===== config.mk =====
export PLATFORM = sky130hd
export DESIGN_NAME = bus_break_unit
export DESIGN_NICKNAME = d
export VERILOG_FILES = /design/src/rtl/bbc_pkg.sv /design/src/rtl/bbc_match.sv /design/src/rtl/bbc_regs.sv /design/src/rtl/bbc_pulse.sv /design/src/rtl/bus_break_unit.sv
export SDC_FILE = /design/constraint.sdc
export NUM_CORES = 1
export LEC_CHECK = 0
export ABC_AREA = 1
export BUFFER_PORTS_ARGS = -buffer_cell sky130_fd_sc_hd__buf_2
export CAP_MARGIN = 30
export CORE_MARGIN = 1
export CORE_UTILIZATION = 40
export DETAILED_ROUTE_END_ITERATION = 8
export HOLD_SLACK_MARGIN = 0.12
export PLACE_DENSITY = 0.62
export SETUP_SLACK_MARGIN = 0.5
export SLEW_MARGIN = 20
export SYNTH_ARGS = -nofsm -noshare
export SYNTH_HDL_FRONTEND = slang
export SYNTH_HIERARCHICAL = 1
export SYNTH_SLANG_ARGS = --single-unit

===== constraint.sdc =====
create_clock -name clk -period 3.38 [get_ports clk]
set_input_delay 0.676 -clock clk [delete_from_list [all_inputs] [get_ports clk]]
set_output_delay 0.676 -clock clk [all_outputs]
set_load 0.01 [all_outputs]

===== src/rtl/bbc_pkg.sv =====
package bbc_pkg;
  localparam int NUM_MASTERS = 2;
  localparam int MST_CPU     = 0;
  localparam int MST_DMA     = 1;

  localparam logic [1:0] OFS_CMP    = 2'd0;
  localparam logic [1:0] OFS_MASK   = 2'd1;
  localparam logic [1:0] OFS_CTRL   = 2'd2;
  localparam logic [1:0] OFS_STATUS = 2'd3;

  localparam logic [1:0] DIR_RD = 2'b01;
  localparam logic [1:0] DIR_WR = 2'b10;

  localparam int CTRL_W  = 9;
  localparam int PCNT_W  = 5;

  // Control register image, LSB first: master enables, direction, size, width, irq enable
  typedef struct packed {
    logic       irq_en;
    logic [1:0] width;
    logic [1:0] size_sel;
    logic [1:0] dir_sel;
    logic [1:0] mst_en;
  } ctrl_t;

  function automatic logic [PCNT_W-1:0] pulse_len(input logic [1:0] code);
    case (code)
      2'b00:   pulse_len = PCNT_W'(1);
      2'b01:   pulse_len = PCNT_W'(4);
      2'b10:   pulse_len = PCNT_W'(8);
      default: pulse_len = PCNT_W'(16);
    endcase
  endfunction
endpackage


===== src/rtl/bbc_match.sv =====
module bbc_match
  import bbc_pkg::*;
#(
  parameter int AW = 24
) (
  input  logic          en,
  input  logic [AW-1:0] cmp,
  input  logic [AW-1:0] mask,
  input  logic [1:0]    dir_sel,
  input  logic [1:0]    size_sel,
  input  logic          valid,
  input  logic [AW-1:0] addr,
  input  logic          write,
  input  logic [1:0]    size,
  output logic          hit
);
  logic addr_ok, dir_ok, size_ok;

  always_comb begin
    addr_ok = (((addr ^ cmp) & ~mask) == '0);
    case (dir_sel)
      DIR_RD:  dir_ok = !write;
      DIR_WR:  dir_ok = write;
      default: dir_ok = 1'b1;
    endcase
    if (size_sel == 2'b00) size_ok = 1'b1;
    else                   size_ok = (size == (size_sel - 2'd1));
    hit = en && valid && addr_ok && dir_ok && size_ok;
  end
endmodule


===== src/rtl/bbc_regs.sv =====
module bbc_regs
  import bbc_pkg::*;
#(
  parameter int AW = 24,
  parameter int DW = 32
) (
  input  logic          clk,
  input  logic          rst_n,
  input  logic          we,
  input  logic [1:0]    addr,
  input  logic [DW-1:0] wdata,
  input  logic          hit,
  output logic [DW-1:0] rdata,
  output logic [AW-1:0] cmp,
  output logic [AW-1:0] mask,
  output ctrl_t         ctrl,
  output logic          flag
);
  logic clr_req;
  logic unused_wbits;

  assign clr_req      = we && (addr == OFS_STATUS) && !wdata[0];
  assign unused_wbits = ^wdata[DW-1:AW];

  always_ff @(posedge clk or negedge rst_n) begin
    if (!rst_n) begin
      cmp  <= '0;
      mask <= '0;
      ctrl <= '0;
    end else if (we) begin
      case (addr)
        OFS_CMP:  cmp  <= wdata[AW-1:0];
        OFS_MASK: mask <= wdata[AW-1:0];
        OFS_CTRL: ctrl <= ctrl_t'(wdata[CTRL_W-1:0]);
        default:  ;
      endcase
    end
  end

  always_ff @(posedge clk or negedge rst_n) begin
    if (!rst_n)       flag <= 1'b0;
    else if (hit)     flag <= 1'b1;
    else if (clr_req) flag <= 1'b0;
  end

  always_comb begin
    case (addr)
      OFS_CMP:  rdata = DW'(cmp);
      OFS_MASK: rdata = DW'(mask);
      OFS_CTRL: rdata = DW'(ctrl);
      default:  rdata = DW'(flag);
    endcase
  end


  flag_set_chk: assert property (@(posedge clk) disable iff (!rst_n)
    hit |=> flag);


  flag_sticky_chk: assert property (@(posedge clk) disable iff (!rst_n)
    (flag && !clr_req) |=> flag);
endmodule


===== src/rtl/bbc_pulse.sv =====
module bbc_pulse
  import bbc_pkg::*;
(
  input  logic       clk,
  input  logic       rst_n,
  input  logic       fire,
  input  logic [1:0] width,
  output logic       trig
);
  logic [PCNT_W-1:0] remain;

  always_ff @(posedge clk or negedge rst_n) begin
    if (!rst_n)           remain <= '0;
    else if (fire)        remain <= pulse_len(width);
    else if (remain != 0) remain <= remain - 1'b1;
  end

  assign trig = (remain != '0);


  trig_start_chk: assert property (@(posedge clk) disable iff (!rst_n)
    fire |=> trig);


  countdown_chk: assert property (@(posedge clk) disable iff (!rst_n)
    (!fire && remain != '0) |=> (remain == $past(remain) - 1'b1));


  trig_end_chk: assert property (@(posedge clk) disable iff (!rst_n)
    (!fire && remain == PCNT_W'(1)) |=> !trig);
endmodule


===== src/rtl/bus_break_unit.sv =====
module bus_break_unit
  import bbc_pkg::*;
#(
  parameter int AW = 24,
  parameter int DW = 32
) (
  input  logic          clk,
  input  logic          rst_n,
  input  logic          cfg_we,
  input  logic [1:0]    cfg_addr,
  input  logic [DW-1:0] cfg_wdata,
  output logic [DW-1:0] cfg_rdata,
  input  logic          cpu_valid,
  input  logic [AW-1:0] cpu_addr,
  input  logic          cpu_write,
  input  logic [1:0]    cpu_size,
  input  logic          dma_valid,
  input  logic [AW-1:0] dma_addr,
  input  logic          dma_write,
  input  logic [1:0]    dma_size,
  output logic          irq_req,
  output logic          trig_out
);
  logic [AW-1:0] cmp, mask;
  ctrl_t         ctrl;
  logic          flag;
  logic          hit_any;

  logic [NUM_MASTERS-1:0]         m_valid, m_write, m_hit;
  logic [NUM_MASTERS-1:0][AW-1:0] m_addr;
  logic [NUM_MASTERS-1:0][1:0]    m_size;

  assign m_valid[MST_CPU] = cpu_valid;
  assign m_write[MST_CPU] = cpu_write;
  assign m_addr[MST_CPU]  = cpu_addr;
  assign m_size[MST_CPU]  = cpu_size;
  assign m_valid[MST_DMA] = dma_valid;
  assign m_write[MST_DMA] = dma_write;
  assign m_addr[MST_DMA]  = dma_addr;
  assign m_size[MST_DMA]  = dma_size;

  for (genvar m = 0; m < NUM_MASTERS; m++) begin : g_cmp
    bbc_match #(.AW(AW)) u_match (
      .en       (ctrl.mst_en[m]),
      .cmp      (cmp),
      .mask     (mask),
      .dir_sel  (ctrl.dir_sel),
      .size_sel (ctrl.size_sel),
      .valid    (m_valid[m]),
      .addr     (m_addr[m]),
      .write    (m_write[m]),
      .size     (m_size[m]),
      .hit      (m_hit[m])
    );
  end

  assign hit_any = |m_hit;

  bbc_regs #(.AW(AW), .DW(DW)) u_regs (
    .clk   (clk),
    .rst_n (rst_n),
    .we    (cfg_we),
    .addr  (cfg_addr),
    .wdata (cfg_wdata),
    .hit   (hit_any),
    .rdata (cfg_rdata),
    .cmp   (cmp),
    .mask  (mask),
    .ctrl  (ctrl),
    .flag  (flag)
  );

  bbc_pulse u_pulse (
    .clk   (clk),
    .rst_n (rst_n),
    .fire  (hit_any),
    .width (ctrl.width),
    .trig  (trig_out)
  );

  assign irq_req = flag && ctrl.irq_en;


  hit_src_chk: assert property (@(posedge clk) disable iff (!rst_n)
    hit_any |-> ((cpu_valid && ctrl.mst_en[MST_CPU]) || (dma_valid && ctrl.mst_en[MST_DMA])));


  irq_cause_chk: assert property (@(posedge clk) disable iff (!rst_n)
    $rose(irq_req) |-> ($past(hit_any) || $past(cfg_we)));


  reset_quiet_chk: assert property (@(posedge clk)
    !rst_n |-> (!irq_req && !trig_out));
endmodule


==> run_results.csv, run 1 <==
group,metric,value,unit
outcome,run_status,"finished, final reports clean",
synth,synthTopCellsByArea,"dfrtp_1, nand2_1, inv_1",
layout,nNetsFinal,942,
floorplanning,fp-row-count,38,
critical_path,r2r_start,"u_regs/ctrl[4]",
critical_path,path_common_cell,"buf_2",
clock_tree,hold_buffers,0,
detailed_routing,route.vias.total,4546,
critical_path,critPathCaptureType,"primary output",
placement,placedCellCount,971,
layout,final_core_util,0.490,
critical_path,start_kind,"input pin",
timing,tightest_slew,826,ps
timing,rsz0062_at_grt,"false",
floorplanning,fp.dieW,107,um
clock_tree,cts-resized-gates,0,
synth,synthXorXnorAreaFrac,0,
synth,synthAdderAreaFrac,0.0197,
clock_tree,cts_tree,"yes",
pwr,cellPowerDensity,487,nW/um^2
critical_path,crit_required,2700,ps
detailed_routing,first_pass_iters,5,
pwr,vdd_drop_max,0.000217,V
synth,yosys.area_share.simple,0.460,
clock_tree,post-cts-setup-buffer-count,0,
critical_path,path_buf_inv,4,
timing,finalClockSkew,6.57,ps
timing,hold_violations,0,
detailed_routing,drtAntennaViolNets,0,
synth,ys_warn_count,6,
critical_path,path_cells,"buf_2, inv_1, nand2_2, inv_2, nand2_1, nand3_1, buf_2",
floorplanning,dieArea,11500,um^2
synth,synth-seq-cells,63,
floorplanning,fp.dieH,107,um
global_routing,grt_pass1_vias,4180,
layout,stdcell_count,987,
global_routing,grt_antenna_before_repair,1,
synth,synth.cell_area,4440,um^2
global_routing,grt_overflow_total,0,
timing,period_share,0.740,
layout,syn_to_final_growth,19.6,%
critical_path,critical_path.top_delay_family,"buffers and inverters",
detailed_routing,drt_iter0_drc,212,
synth,synth_top_family_by_area,"simple AND/OR/NAND/NOR gates",
floorplanning,fp.coreArea,10800,um^2
floorplanning,start_util,0.410,
hold_path,hp-class,"input pin to async pin",
critical_path,cp_max_fo,24,
critical_path,critPathKind,"input pin to primary output",
timing,drv_slew,0,
timing,finalSetupViolCount,0,
placement,port_buffers,110,
synth,seq_area_frac_synth,0.355,
synth,synth-compound-area-share,0.0254,
detailed_routing,drt-wirelength-per-cell,12.7,um
critical_path,r2r-end,"u_pulse/remain[2]",
critical_path,slowest_stage,"inv_2",
synth,synth_area_per_cell,6.04,um^2
critical_path,crit_path_max_incr_delay,460,ps
detailed_routing,wl,12500,um
placement,gp_congestion,0.812,
detailed_routing,drc,0,
layout,drive_above_1_share,0.176,
floorplanning,io_pins,127,
clock_tree,clock_path_buffers,2,
timing,min_period,2500,ps
timing,max_freq,400,MHz
placement,dpl.hpwl,8930,um
critical_path,r2r_slack,1180,ps
synth,synthCells,735,
layout,final_cell_mix,"nand2_1, inv_1, buf_2",
timing,fin_hold_ws,500,ps
run,drv_cap,0,
synth,yosysTopAreaCell,"dfrtp_1",
global_routing,grt_max_degree,64,
clock_tree,cts_max_level,3,
detailed_routing,via_per_inst,4.61,
clock_tree,insertion_delay,350,ps
critical_path,reg2reg_depth,17,
clock_tree,root_buffer,"clkbuf_8",
global_routing,track_usage,0.227,
synth,synth.mux.area_fraction,0,
clock_tree,clk_pin_slew_worst_paths,70,ps
timing,tns,0,ps
pwr,p_leak,3.27,nW
synth,synth_top_area_frac,0.355,
critical_path,worstSetupStartpoint,"cfg_addr[1]",
layout,layout_commonest_cell,"nand2_1",
clock_tree,clock-sinks,63,
global_routing,grt_first_pass_wirelength,20100,um
synth,yosysUniqueCellTypes,25,
critical_path,arrival,1830,ps
critical_path,cp_num_cells,7,
critical_path,crit_path_end,"cfg_rdata[3]",
timing,relSlewSlack,0.449,
clock_tree,cts_buffers,9,
==> report_power, final <==
part	total [mW]	switching, mW	leakage [nW]	internal [mW]
logic	0.775	0.467	2.36	0.308
registers	1.04	0.156	0.787	0.889
clock network	0.768	0.298	0.118	0.471
==> flip-flops by register name (all words and copies together) (netlist names) <==
register and cells:
u_regs/ctrl 9, u_regs/flag 1, u_regs/cmp 24, u_pulse/remain 5, u_regs/mask 24
==> synth_stat cells <==
cell type / instances
nor2_2: 6
nand3b_1: 6
nor2_4: 2
a21oi_1: 12
nor2_1: 47
inv_1: 114
or2_1: 4
buf_6: 2
inv_2: 5
or2_0: 2
nand3_2: 1
o21ai_1: 2
nand2_1: 361
nand4_1: 1
nand3_1: 62
nand2_2: 5
conb_1: 1
buf_4: 14
nand2_4: 1
ha_1: 7
dfrtp_1: 63
clkbuf_1: 3
buf_2: 6
o21ai_0: 7
o31ai_1: 1
==> logic make-up (layout without fill, tap and decap cells) <==
group                    after synthesis  count (layout)
AND/OR/NAND/NOR                      498             498
buffers and inverters                144             248
flip-flops                            63              63
AO/OA/AOI/OAI                         22              22
adder cells (fa/ha/maj)                7               7
other                                  1               9
==> cell type report <==
cell class	count	area (um^2)
antenna	1	2.50
timing repair buffer	114	601
multi-input combinational	535	2280
sequential	63	1580
clock inverter	3	65.1
tap	140	175
inverter	119	447
clock buffer	12	165
fill	1164	5530
==> per-stage QoR <==
| step | power, mW | setup WS, ps | area [um^2] |
|---|---|---|---|
| after floorplan | 1.56 | 1400 | 4470 |
| after global placement | 1.79 | 920 | 5060 |
| after detailed placement | 1.83 | 912 | 5080 |
| after CTS | 2.61 | 887 | 5310 |
| after global routing | 2.78 | 788 | 5310 |
| final | 2.59 | 878 | 5310 |
==> per-layer routing <==
metal / GRT usage / routed length [um]
met3: 0.0448 / 826
met2: 0.392 / 5980
met4: 0.0773 / 165
met5: 0 / 0
met1: 0.281 / 5560
==> worst min path at each step <==
stage,endpoint,slack (ps),from
floorplan,u_pulse/remain[0],380,rst_n
global placement,u_regs/mask[18],490,u_regs/mask[18]
finish,u_pulse/remain[1],500,rst_n
detailed placement,u_regs/ctrl[0],500,u_regs/ctrl[0]
global route,u_regs/mask[18],550,u_regs/mask[18]
CTS,u_regs/ctrl[8],520,u_regs/ctrl[8]
Power figures use the tool's default switching activity.
==> inputs of run 2 (changes only) <==
PLACE_DENSITY = 0.65   (was 0.62)
clock period = 2.05 ns   (was 3.38 ns; I/O delays follow)
==> run_results.csv, run 2 (same netlist as run 1, synthesis figures left out) <==
group,metric,value,unit
timing,max_freq,534,MHz
clock_tree,clock-sinks,63,
critical_path,path_cells,"inv_2, ha_4, nand2_1, nand2_1, nand2_1, nand2_2, nand2_1, nor2_1, nand2_1, nor2_2, inv_1, nand2_2, buf_12, inv_4, nand3_4, inv_2, a21oi_1",
layout,syn_to_final_growth,41.7,%
critical_path,crit_required,2330,ps
timing,hold_violations,0,
detailed_routing,drt-wirelength-per-cell,13.1,um
timing,period_share,0.914,
detailed_routing,wl,13400,um
outcome,run_status,"finished, final reports clean",
layout,reg.largest.list,"u_regs/cmp x24, u_regs/mask x24, u_regs/ctrl x9",
clock_tree,clk_pin_slew_worst_paths,70,ps
global_routing,track_usage,0.246,
timing,tns,0,ps
layout,nNetsFinal,977,
clock_tree,cts_buffers,9,
timing,drv_slew,0,
critical_path,slowest_stage,"dfrtp_1",
critical_path,arrival,2160,ps
timing,rsz0062_at_grt,"true",
hold_path,hp-class,"input pin to flip-flop",
global_routing,grt_pass1_vias,4475,
global_routing,grt_overflow_total,0,
pwr,vdd_drop_max,0.000407,V
critical_path,critical_path.top_delay_family,"simple AND/OR/NAND/NOR gates",
pwr,p_leak,3.76,nW
timing,finalClockSkew,8.13,ps
detailed_routing,first_pass_iters,4,
layout,final_core_util,0.580,
clock_tree,insertion_delay,350,ps
layout,drive_above_1_share,0.285,
global_routing,grt_antenna_before_repair,0,
clock_tree,cts_max_level,3,
pwr,p_total,4.66,mW
placement,placed_area,5160,um^2
placement,port_buffers,110,
global_routing,use_met2,0.429,
layout,nFillCells,1038,
floorplanning,fp.dieH,107,um
floorplanning,dieArea,11500,um^2
detailed_routing,drc,0,
critical_path,critPathCaptureType,"flip-flop",
clock_tree,cts_tree,"yes",
detailed_routing,drt_iter0_drc,196,
floorplanning,fp.dieW,107,um
critical_path,critPathKind,"flip-flop to flip-flop",
layout,final_cell_mix,"nand2_1, inv_1, buf_2",
critical_path,path_common_cell,"nand2_1",
floorplanning,fp.coreArea,10800,um^2
placement,gp_congestion,0.802,
pwr,cellPowerDensity,741,nW/um^2
timing,min_period,1870,ps
detailed_routing,route.vias.total,4682,
run,drv_cap,0,
layout,final_area,6290,um^2
global_routing,gr-usage-met1,0.311,
clock_tree,clock_path_buffers,2,
detailed_routing,drtAntennaViolNets,0,
layout,layout_commonest_cell,"nand2_1",
global_routing,grt_first_pass_wirelength,21600,um
floorplanning,io_pins,127,
critical_path,path_buf_inv,5,
global_routing,grt_busiest_layer,"met2",
global_routing,grt_max_degree,48,
critical_path,start_kind,"flip-flop",
detailed_routing,via_per_inst,4.58,
floorplanning,start_util,0.410,
placement,dpl.hpwl,8770,um
critical_path,crit_path_max_incr_delay,420,ps
timing,finalSetupViolCount,0,
floorplanning,fp-row-count,38,
layout,diodes,0,
global_routing,grt_use_met3,0.0466,
clock_tree,root_buffer,"clkbuf_8",
critical_path,cp_max_fo,9,
-- run 2: cell types whose count changed in the layout (fill, tap and decap cells not counted), moves of 15 or more --
cell and delta:
nand2_1 -44, nand2_2 +23, nand2_4 +19, buf_6 +18
buf_2 -15, buf_4 +15
-- run 2: final timing paths --
kind | from | endpoint | slack [ps] | cells past startpoint
max | u_regs/ctrl[4] | u_pulse/remain[3] | 180 | 17
min | cfg_wdata[22] | u_regs/mask[22] | 270 | 3
max in group asynchronous | rst_n | u_regs/ctrl[3] | 910 | 3
max reg2reg | u_regs/ctrl[4] | u_pulse/remain[3] | 180 | 17
min in group asynchronous | rst_n | u_regs/mask[22] | 520 | 2
min reg2reg | u_regs/ctrl[0] | u_regs/ctrl[0] | 510 | 2
-- run 2: tightest hold or removal path: stages --
cell	delay [ps]
buf_2	90
nand2_1	40
nand2_1	50
-- run 2: power by group --
group	internal, mW	switching (mW)
combinational	0.765	0.880
sequential	1.47	0.304
clock	0.751	0.492
-- run 2: cell type report --
cell class / instances / area, um^2 / area share
tap: 140 / 175 / 0.0278
inverter: 119 / 472 / 0.0750
multi-input combinational: 535 / 2630 / 0.418
timing repair buffer: 148 / 1200 / 0.191
clock buffer: 13 / 159 / 0.0253
sequential: 63 / 1580 / 0.251
clock inverter: 3 / 65.1 / 0.0103
timing repair inverter: 1 / 7.51 / 0.00119
-- run 2: per-layer routing --
layer,wire length [um],vias up
li1,-,2460
met1,5840,2098
met2,6690,111
met3,659,13
met4,167,0
met5,0,-
-- run 2: repair_timing --
item                                    CTS  global route
resized for setup                        86            54
hold endpoints to repair                 16             0
cloned                                    7             0
pin swaps                                21            17
endpoints found under the setup margin   31            31
setup buffers                            14             7
hold buffers                              1             0
-- run 2: metrics by stage --
stage	setup WS [ps]	hold WS, ps	instances
after floorplan	309	114	742
after global placement	120	362	977
after detailed placement	96.1	368	977
after CTS	170	266	1015
after global routing	5.32	284	1022
final	177	272	1022
